$ cat src/rtl/fdcHostPkg.sv
package fdcHostPkg;

  localparam int BYTE_W = 8;
  localparam int SEL_W  = 2;

  localparam logic [SEL_W-1:0] SEL_CMDSTAT = 2'b00;
  localparam logic [SEL_W-1:0] SEL_TRACK   = 2'b01;
  localparam logic [SEL_W-1:0] SEL_SECTOR  = 2'b10;
  localparam logic [SEL_W-1:0] SEL_DATA    = 2'b11;

  localparam logic [3:0] FORCE_NIBBLE = 4'hD;

  // Completed host accesses, one strobe per register action.
  typedef struct packed {
    logic cmdWr;
    logic trkWr;
    logic secWr;
    logic datWr;
    logic statRd;
    logic datRd;
  } hostOps_t;

endpackage

$ cat src/rtl/fdcHostCtrl.sv
module fdcHostCtrl
  import fdcHostPkg::*;
#(
  parameter int DATA_W = BYTE_W
) (
  input  logic                 clk,
  input  logic                 rstN,
  input  logic                 csN,
  input  logic                 reN,
  input  logic                 weN,
  input  logic [SEL_W-1:0]     addr,
  input  logic [DATA_W-1:0]    wrData,
  input  logic                 engineBusy,
  output hostOps_t             ops,
  output logic [DATA_W-1:0]    capData,
  output logic                 cmdStart
);

  logic               weArmed;
  logic               reArmed;
  logic [SEL_W-1:0]   wrAddrQ;
  logic [SEL_W-1:0]   rdAddrQ;
  logic [DATA_W-1:0]  wrDataQ;
  logic               kickQ;
  logic               startQ;
  logic               wrDone;
  logic               rdDone;
  logic               forceCmd;
  logic               wrLow;
  logic               rdLow;

  assign wrLow = !csN && !weN;
  assign rdLow = !csN && !reN;

  always_ff @(posedge clk or negedge rstN) begin
    if (!rstN) begin
      weArmed <= 1'b0;
      reArmed <= 1'b0;
      wrAddrQ <= '0;
      rdAddrQ <= '0;
      wrDataQ <= '0;
      kickQ   <= 1'b1;
      startQ  <= 1'b0;
    end else begin
      weArmed <= wrLow;
      reArmed <= rdLow;
      if (wrLow) begin
        wrAddrQ <= addr;
        wrDataQ <= wrData;
      end
      if (rdLow) begin
        rdAddrQ <= addr;
      end
      kickQ  <= 1'b0;
      startQ <= kickQ || ops.cmdWr;
    end
  end

  assign wrDone   = weArmed && weN && !csN;
  assign rdDone   = reArmed && reN && !csN;
  assign forceCmd = (wrDataQ[DATA_W-1 -: 4] == FORCE_NIBBLE);

  always_comb begin
    ops        = '0;
    ops.cmdWr  = wrDone && (wrAddrQ == SEL_CMDSTAT) && (!engineBusy || forceCmd);
    ops.trkWr  = wrDone && (wrAddrQ == SEL_TRACK);
    ops.secWr  = wrDone && (wrAddrQ == SEL_SECTOR);
    ops.datWr  = wrDone && (wrAddrQ == SEL_DATA);
    ops.statRd = rdDone && (rdAddrQ == SEL_CMDSTAT);
    ops.datRd  = rdDone && (rdAddrQ == SEL_DATA);
  end

  assign capData  = wrDataQ;
  assign cmdStart = startQ;

endmodule

$ cat src/rtl/fdcHostData.sv
module fdcHostData
  import fdcHostPkg::*;
#(
  parameter int                 DATA_W  = BYTE_W,
  parameter logic [DATA_W-1:0]  CMD_RST = 8'h03,
  parameter logic [DATA_W-1:0]  SEC_RST = 8'h01
) (
  input  logic                 clk,
  input  logic                 rstN,
  input  hostOps_t             ops,
  input  logic [DATA_W-1:0]    capData,
  input  logic                 rdEn,
  input  logic [SEL_W-1:0]     addr,
  input  logic                 engineBusy,
  input  logic                 xferMode,
  input  logic [DATA_W-1:1]    engStatus,
  input  logic                 byteReady,
  input  logic [DATA_W-1:0]    byteIn,
  input  logic                 byteNeeded,
  input  logic                 cmdDone,
  output logic [DATA_W-1:0]    rdData,
  output logic [DATA_W-1:0]    byteOut,
  output logic                 drq,
  output logic                 intrq,
  output logic                 lostData,
  output logic [DATA_W-1:0]    cmdOut,
  output logic [DATA_W-1:0]    trackOut,
  output logic [DATA_W-1:0]    sectorOut
);

  logic [DATA_W-1:0] cmdReg;
  logic [DATA_W-1:0] trkReg;
  logic [DATA_W-1:0] secReg;
  logic [DATA_W-1:0] datReg;
  logic              drqQ;
  logic              lostQ;
  logic              intQ;
  logic              drqAfterHost;
  logic [DATA_W-1:0] datAfterHost;
  logic              diskEvent;
  logic [DATA_W-1:0] statusWord;
  logic [DATA_W-1:0] selWord;

  // Host access in a cycle is ordered before the disk-side strobe.
  assign drqAfterHost = drqQ && !(ops.datRd || ops.datWr);
  assign datAfterHost = ops.datWr ? capData : datReg;
  assign diskEvent    = byteReady || byteNeeded;

  always_ff @(posedge clk or negedge rstN) begin
    if (!rstN) begin
      cmdReg <= CMD_RST;
      trkReg <= '0;
      secReg <= SEC_RST;
      datReg <= '0;
      drqQ   <= 1'b0;
      lostQ  <= 1'b0;
      intQ   <= 1'b0;
    end else begin
      if (ops.cmdWr) cmdReg <= capData;
      if (ops.trkWr) trkReg <= capData;
      if (ops.secWr) secReg <= capData;
      datReg <= byteReady ? byteIn : datAfterHost;
      drqQ   <= drqAfterHost || diskEvent;
      if (diskEvent && drqAfterHost) begin
        lostQ <= 1'b1;
      end else if (ops.cmdWr) begin
        lostQ <= 1'b0;
      end
      if (cmdDone) begin
        intQ <= 1'b1;
      end else if (ops.statRd || ops.cmdWr) begin
        intQ <= 1'b0;
      end
    end
  end

  always_comb begin
    statusWord                  = '0;
    statusWord[DATA_W-1:3]      = engStatus[DATA_W-1:3];
    statusWord[2]               = xferMode ? lostQ : engStatus[2];
    statusWord[1]               = xferMode ? drqQ  : engStatus[1];
    statusWord[0]               = engineBusy;
  end

  always_comb begin
    case (addr)
      SEL_TRACK:  selWord = trkReg;
      SEL_SECTOR: selWord = secReg;
      SEL_DATA:   selWord = datReg;
      default:    selWord = statusWord;
    endcase
  end

  assign rdData    = rdEn ? selWord : '0;
  assign byteOut   = drqAfterHost ? '0 : datAfterHost;
  assign drq       = drqQ;
  assign intrq     = intQ;
  assign lostData  = lostQ;
  assign cmdOut    = cmdReg;
  assign trackOut  = trkReg;
  assign sectorOut = secReg;

endmodule

$ cat src/rtl/fdcHostRegs.sv
module fdcHostRegs
  import fdcHostPkg::*;
#(
  parameter int DATA_W = BYTE_W
) (
  input  logic               clk,
  input  logic               rstN,
  input  logic               csN,
  input  logic               reN,
  input  logic               weN,
  input  logic [1:0]         addr,
  input  logic [DATA_W-1:0]  wrData,
  output logic [DATA_W-1:0]  rdData,
  output logic               rdDataEn,
  input  logic               engineBusy,
  input  logic               xferMode,
  input  logic [DATA_W-1:1]  engStatus,
  input  logic               byteReady,
  input  logic [DATA_W-1:0]  byteIn,
  input  logic               byteNeeded,
  output logic [DATA_W-1:0]  byteOut,
  input  logic               cmdDone,
  output logic               drq,
  output logic               intrq,
  output logic [DATA_W-1:0]  cmdOut,
  output logic               cmdStart,
  output logic [DATA_W-1:0]  trackOut,
  output logic [DATA_W-1:0]  sectorOut
);

  hostOps_t          hostOps;
  logic [DATA_W-1:0] capData;
  logic              lostFlag;

  assign rdDataEn = !csN && !reN;

  fdcHostCtrl #(.DATA_W(DATA_W)) ctrl (
    .clk        (clk),
    .rstN       (rstN),
    .csN        (csN),
    .reN        (reN),
    .weN        (weN),
    .addr       (addr),
    .wrData     (wrData),
    .engineBusy (engineBusy),
    .ops        (hostOps),
    .capData    (capData),
    .cmdStart   (cmdStart)
  );

  fdcHostData #(.DATA_W(DATA_W)) dpath (
    .clk        (clk),
    .rstN       (rstN),
    .ops        (hostOps),
    .capData    (capData),
    .rdEn       (rdDataEn),
    .addr       (addr),
    .engineBusy (engineBusy),
    .xferMode   (xferMode),
    .engStatus  (engStatus),
    .byteReady  (byteReady),
    .byteIn     (byteIn),
    .byteNeeded (byteNeeded),
    .cmdDone    (cmdDone),
    .rdData     (rdData),
    .byteOut    (byteOut),
    .drq        (drq),
    .intrq      (intrq),
    .lostData   (lostFlag),
    .cmdOut     (cmdOut),
    .trackOut   (trackOut),
    .sectorOut  (sectorOut)
  );

endmodule

$ cat config.mk
export PLATFORM = sky130hd
export DESIGN_NAME = fdcHostRegs
export DESIGN_NICKNAME = d
export VERILOG_FILES = /design/src/rtl/fdcHostPkg.sv /design/src/rtl/fdcHostCtrl.sv /design/src/rtl/fdcHostData.sv /design/src/rtl/fdcHostRegs.sv
export SDC_FILE = /design/constraint.sdc
export NUM_CORES = 1
export LEC_CHECK = 0
export BUFFER_PORTS_ARGS = -buffer_cell sky130_fd_sc_hd__buf_2
export CORE_ASPECT_RATIO = 1.5
export CORE_MARGIN = 10
export CORE_UTILIZATION = 50
export CTS_CLUSTER_SIZE = 28
export DETAILED_ROUTE_END_ITERATION = 16
export PLACE_DENSITY = 0.79
export SYNTH_ARGS = -nofsm -noshare
export SYNTH_HDL_FRONTEND = slang
export SYNTH_SLANG_ARGS = --single-unit
export TNS_END_PERCENT = 5
$ cat constraint.sdc
create_clock -name clk -period 2.5 [get_ports clk]
set_clock_uncertainty 0.15 [all_clocks]
set_input_delay 0 -clock clk [delete_from_list [all_inputs] [get_ports clk]]
set_output_delay 0 -clock clk [all_outputs]
set_load 0.1 [all_outputs]
Word-level counts from Yosys, hierarchy flattened:

Index checks and enable logic that the tools add are counted.

* mux-type cells: 11
* eq/ne operators: 8
* reduce and logical (&&, ||, !) cells: 30

Operators with widths (number)
* 8-bit two-way mux: 4
* 8-bit case mux with 3 select lines: 1
* 1-bit logical AND: 15
* 2-bit == test (second input constant): 5
* 1-bit logical OR: 6
* 1-bit two-way mux: 6
* 1-bit zero test: 5
* 2-bit by 1-bit == test with 1-bit output (second input constant): 2
* 4-bit == test (second input constant): 1
* 2-bit zero test: 2
* 2-bit nonzero test: 2

* output and inout port bits: 44
* register bits: 51
* bits of input ports: 35
* logic and storage cells: 63

Logic depth before layout (Yosys ltp):

* depth in word-level cells: 8
* mapped depth: 4
* gate-level depth less buffers: 3

Hierarchy:

A second synthesis with hierarchy kept.

* cells, all modules: 170
* area total of the unflattened synthesis: 2397.3 um^2

Modules (own cells, without submodules)
* fdcHostData: cells an instance 123, instances 1, area an instance 1727.9 um^2, sequential area each 879.6 um^2
* fdcHostCtrl: cells an instance 46, instances 1, area an instance 665.6 um^2, sequential area each 401.6 um^2
* fdcHostRegs: cells an instance 1, instances 1, area an instance 3.8 um^2, sequential area each 0.0 um^2

Worst setup path after synthesis:

OpenSTA, ideal clock, no wires.

* path kind: flip-flop to output port
* start: register dpath.drqQ (netlist: dpath.drq)
* end: output port byteOut[7]
* cell stages (with the launch flop): 3
* required time: 2.350 ns
* path buffers: 0
* arrival time: 2.540 ns
* slack: -0.190 ns
* cells stage by stage: dfrtp_1 > o21a_1 > o2bb2ai_1

* word-level cells in the longest chain between the ends: 2

RTL lines
* from (decl): RTL line fdcHostData.sv:35 `logic drqQ;`
* from (signal assigned): RTL line fdcHostData.sv:63 `drqQ <= drqAfterHost || diskEvent;`
* 1-bit logical AND: RTL line fdcHostData.sv:45 `assign drqAfterHost = drqQ && !(ops.datRd || ops.datWr);`
* 8-bit two-way mux: RTL line fdcHostData.sv:95 `assign byteOut = drqAfterHost ? '0 : datAfterHost;`
* to (decl): RTL line fdcHostRegs.sv:21 `output logic [DATA_W-1:0] byteOut,`

No other way between the ends.

Worst setup path in the final report:

* start: register ctrl.wrAddrQ[1]
* end: output port byteOut[4]

* word-level cells in the longest chain between the ends: 6

RTL lines
* from (decl): RTL line fdcHostCtrl.sv:21 `logic [SEL_W-1:0] wrAddrQ;`
* from (signal assigned): RTL line fdcHostCtrl.sv:48 `wrAddrQ <= addr;`
* 2-bit == test *: RTL line fdcHostCtrl.sv:68 `ops.datWr = wrDone && (wrAddrQ == SEL_DATA);`
* 1-bit logical AND *: RTL line fdcHostCtrl.sv:68
* 1-bit logical OR: RTL line fdcHostData.sv:45
* 1-bit zero test: RTL line fdcHostData.sv:45
* 1-bit logical AND: RTL line fdcHostData.sv:45
* 8-bit two-way mux *: RTL line fdcHostData.sv:95

Mark *: on every way between the ends. The rest lies on a longest branch, timed or not.

==> impl_metrics.json <==
{
  "status": "finished, final reports clean",
  "maxCapViolations": 0,
  "worst_path_max_delay_cell": "dfrtp_1",
  "routed_wl_mm": 6.80,
  "p_total_mw": 3.22,
  "synth.net_count": 214,
  "p_clk_share_pct": 14.3,
  "drtPass1Iterations": 4,
  "cts-root-buf": "clkbuf_8",
  "layout.nets": 316,
  "p_leak_nw": 1.48,
  "clock_path_buffers": 2,
  "critPathMaxFanout": 10,
  "wire_per_inst_um": 19.5,
  "vdd_drop_max_mv": 0.736,
  "hold_path.class": "in -> async",
  "coreArea_um2": 4770,
  "path_cells": "nand2b_1 -> nor2_1 -> buf_4 -> o2bb2ai_1 -> buf_2",
  "crit_type": "reg -> out",
  "switchingPower_mw": 1.68,
  "p_int_mw": 1.54,
  "portBuffers": 78,
  "synth_ff_type": "dfrtp_1",
  "cts_buffers": 5,
  "dieHeight_um": 106,
  "grt_pass1_wl_mm": 11.2,
  "post_cts_buffers": 0,
  "drt-initial-drc-count": 111,
  "required_ns": 2.35,
  "ioPinCount": 79,
  "seq_power_share_pct": 35.7,
  "holdBufCountCts": 21,
  "finalSetupViolCount": 0,
  "power_density_nw_per_um2": 1000,
  "yosysSeqAreaShare_pct": 52.6,
  "place_congestion": 0.770,
  "globalRouteOverflowTotal": 0,
  "arrival_ns": 2.03,
  "p_sw_share_pct": 52.1,
  "grt_antenna_before_repair": 0,
  "hold_viol_final": 0,
  "cp-start-kind": "register",
  "pwr-share-comb_pct": 49.9,
  "drc": 0,
  "antenna_left": 0,
  "r2r_setup_slack_ns": 0.55,
  "drive_above_1_share_pct": 48.6,
  "synth_edf_count": 0,
  "avgSynthCellArea_um2": 13.6,
  "yosys_register_bits": 51,
  "dpl.hpwl_mm": 4.91,
  "cpPeakStageDelay_ns": 0.45,
  "fin_crit_ns": 2.18,
  "cts.htree.levels": 2,
  "synthesis.area_um2": 2440,
  "path_buf_inv": 2,
  "grt_pass1_vias": 2106,
  "report.final.slew_viol_count": 0,
  "vias": 1906,
  "end_kind": "primary output",
  "rsz0062_at_grt": "no",
  "yosysWarnings": 0,
  "clock_sinks": 51,
  "clk_pin_slew_ns": 0.09,
  "seq_area_um2": 1280,
  "fillCellCount": 387,
  "vias_per_cell": 5.48,
  "n_antenna_cell": 0,
  "min_period_over_period_pct": 87.1,
  "cts_tree": "yes",
  "slew-limit-headroom_pct": 56.7,
  "fp.dieArea_um2": 8120,
  "clock_latency_ns": 0.30,
  "synth_cell_types": 32,
  "critPathTopFamily": "buffers and inverters",
  "die_w_um": 77.0,
  "grt_max_degree": 34,
  "worst_pin_slew_ns": 0.648,
  "post_cts_resized": 0,
  "multi_input_area_um2": 1100,
  "area_delta_synth_final_pct": 31.3,
  "fmax_ghz": 0.459,
  "row_count": 31,
  "final_util_pct": 67.1,
  "syn_inst": 179,
  "initial_core_util_pct": 51.1,
  "async_reset_ff_share_pct": 100,
  "grtUsageTotal_pct": 17.3
}
Yosys cell counts (2+ instances only):
| library cell | instances | area [um^2] |
|---|---|---|
| a21oi_1 | 8 | 40.0 |
| a31oi_1 | 8 | 50.1 |
| and2_1 | 8 | 50.1 |
| buf_2 | 4 | 20.0 |
| clkbuf_1 | 5 | 18.8 |
| dfrtp_1 | 47 | 1180 |
| dfstp_2 | 4 | 105 |
| mux2_1 | 8 | 90.1 |
| mux2_2 | 23 | 259 |
| mux2_4 | 7 | 105 |
| mux4_2 | 8 | 180 |
| nand3b_1 | 2 | 15.0 |
| nor2_1 | 4 | 15.0 |
| nor2b_1 | 9 | 56.3 |
| o21ai_0 | 10 | 50.1 |
| o2bb2ai_1 | 8 | 70.1 |
kinds of logic (layout without fill, tap and decap cells):
family / count (synthesis) / count (layout) / share of synthesized area, %
other: 1 / 1 / 0.154
flip-flops: 51 / 51 / 52.6
buffers and inverters: 11 / 114 / 2.21
multiplexers: 46 / 46 / 26.0
AND/OR/NAND/NOR: 31 / 31 / 8.01
AO/OA/AOI/OAI: 39 / 39 / 11.0
path summary, 6_finish.rpt:
check | start | endpoint | depth (start not counted)
setup / recovery | ctrl.wrAddrQ[1]$_DFFE_PN0P_ | byteOut[4] | 5
hold / removal | rstN | ctrl.capData[2]$_DFFE_PN0P_ | 2
setup reg to reg | ctrl.capData[5]$_DFFE_PN0P_ | dpath.cmdOut[7]$_DFFE_PN0P_ | 4
hold reg to reg | dpath.trackOut[3]$_DFFE_PN0P_ | dpath.trackOut[3]$_DFFE_PN0P_ | 1
max in group asynchronous | rstN | dpath.sectorOut[0]$_DFFE_PN1P_ | 3
min in group clk | weN | ctrl.weArmed$_DFF_PN0_ | 3
flip-flops by register name, summed over array words and instances, names as in the netlist, 2 cells and up:
signal	cells
dpath.cmdOut	8
ctrl.wrAddrQ	2
dpath.sectorOut	8
ctrl.rdAddrQ	2
dpath.trackOut	8
ctrl.capData	8
dpath.datReg	8
metrics by stage:
stage	instance area [um^2]	std cells	setup slack, ns	hold WS [ns]	TNS [ns]
3_5_place_dp	2910	319	0.561	-0.190	0
5_1_grt	3200	348	0.160	0.0318	0
6_report	3200	348	0.324	0.0179	0
3_3_place_gp	2910	319	0.593	-0.201	0
2_1_floorplan	2440	179	-0.190	-0.446	-1.43
4_1_cts	3200	348	0.321	0.00658	0
layout by cell type (no fill, tap or decap), drive strengths merged, types with 2 or more instances in the layout:
| master | synthesis | routed |
|---|---|---|
| mux2 | 38 | 38 |
| buf | 5 | 84 |
| dfstp | 4 | 4 |
| clkbuf | 5 | 6 |
| and2 | 8 | 8 |
| nand3b | 2 | 2 |
| o21ai | 10 | 10 |
| dfrtp | 47 | 47 |
| mux4 | 8 | 8 |
| a31oi | 8 | 8 |
| a21oi | 8 | 8 |
| dlygate4sd3 | 0 | 21 |
| nor2 | 5 | 5 |
| o2bb2ai | 8 | 8 |
| nor2b | 9 | 9 |
layout make-up:
type / count / share of cell area, %
Multi-Input combinational cell: 117 / 34.4
Clock buffer: 6 / 2.27
Clock inverter: 2 / 0.391
Sequential cell: 51 / 40.0
Timing Repair Buffer: 105 / 20.2
Tap cell: 66 / 2.58
Inverter: 1 / 0.117
power groups by stage:
stage | logic [mW] | clock network (mW) | registers, mW
2_1_floorplan | 0.391 | 0 | 2.06
3_3_place_gp | 1.57 | 0 | 1.16
3_5_place_dp | 1.59 | 0 | 1.16
4_1_cts | 1.61 | 0.473 | 1.15
5_1_grt | 1.66 | 0.507 | 1.17
6_report | 1.61 | 0.460 | 1.15
metal layers:
metal | track usage (%) | part of all wire (%)
met1 | 20.4 | 40
met2 | 29.7 | 52
met3 | 3.91 | 6.5
met4 | 6.81 | 1.8
met5 | 0 | 0
No activity file was read; power rests on OpenSTA's default activity.
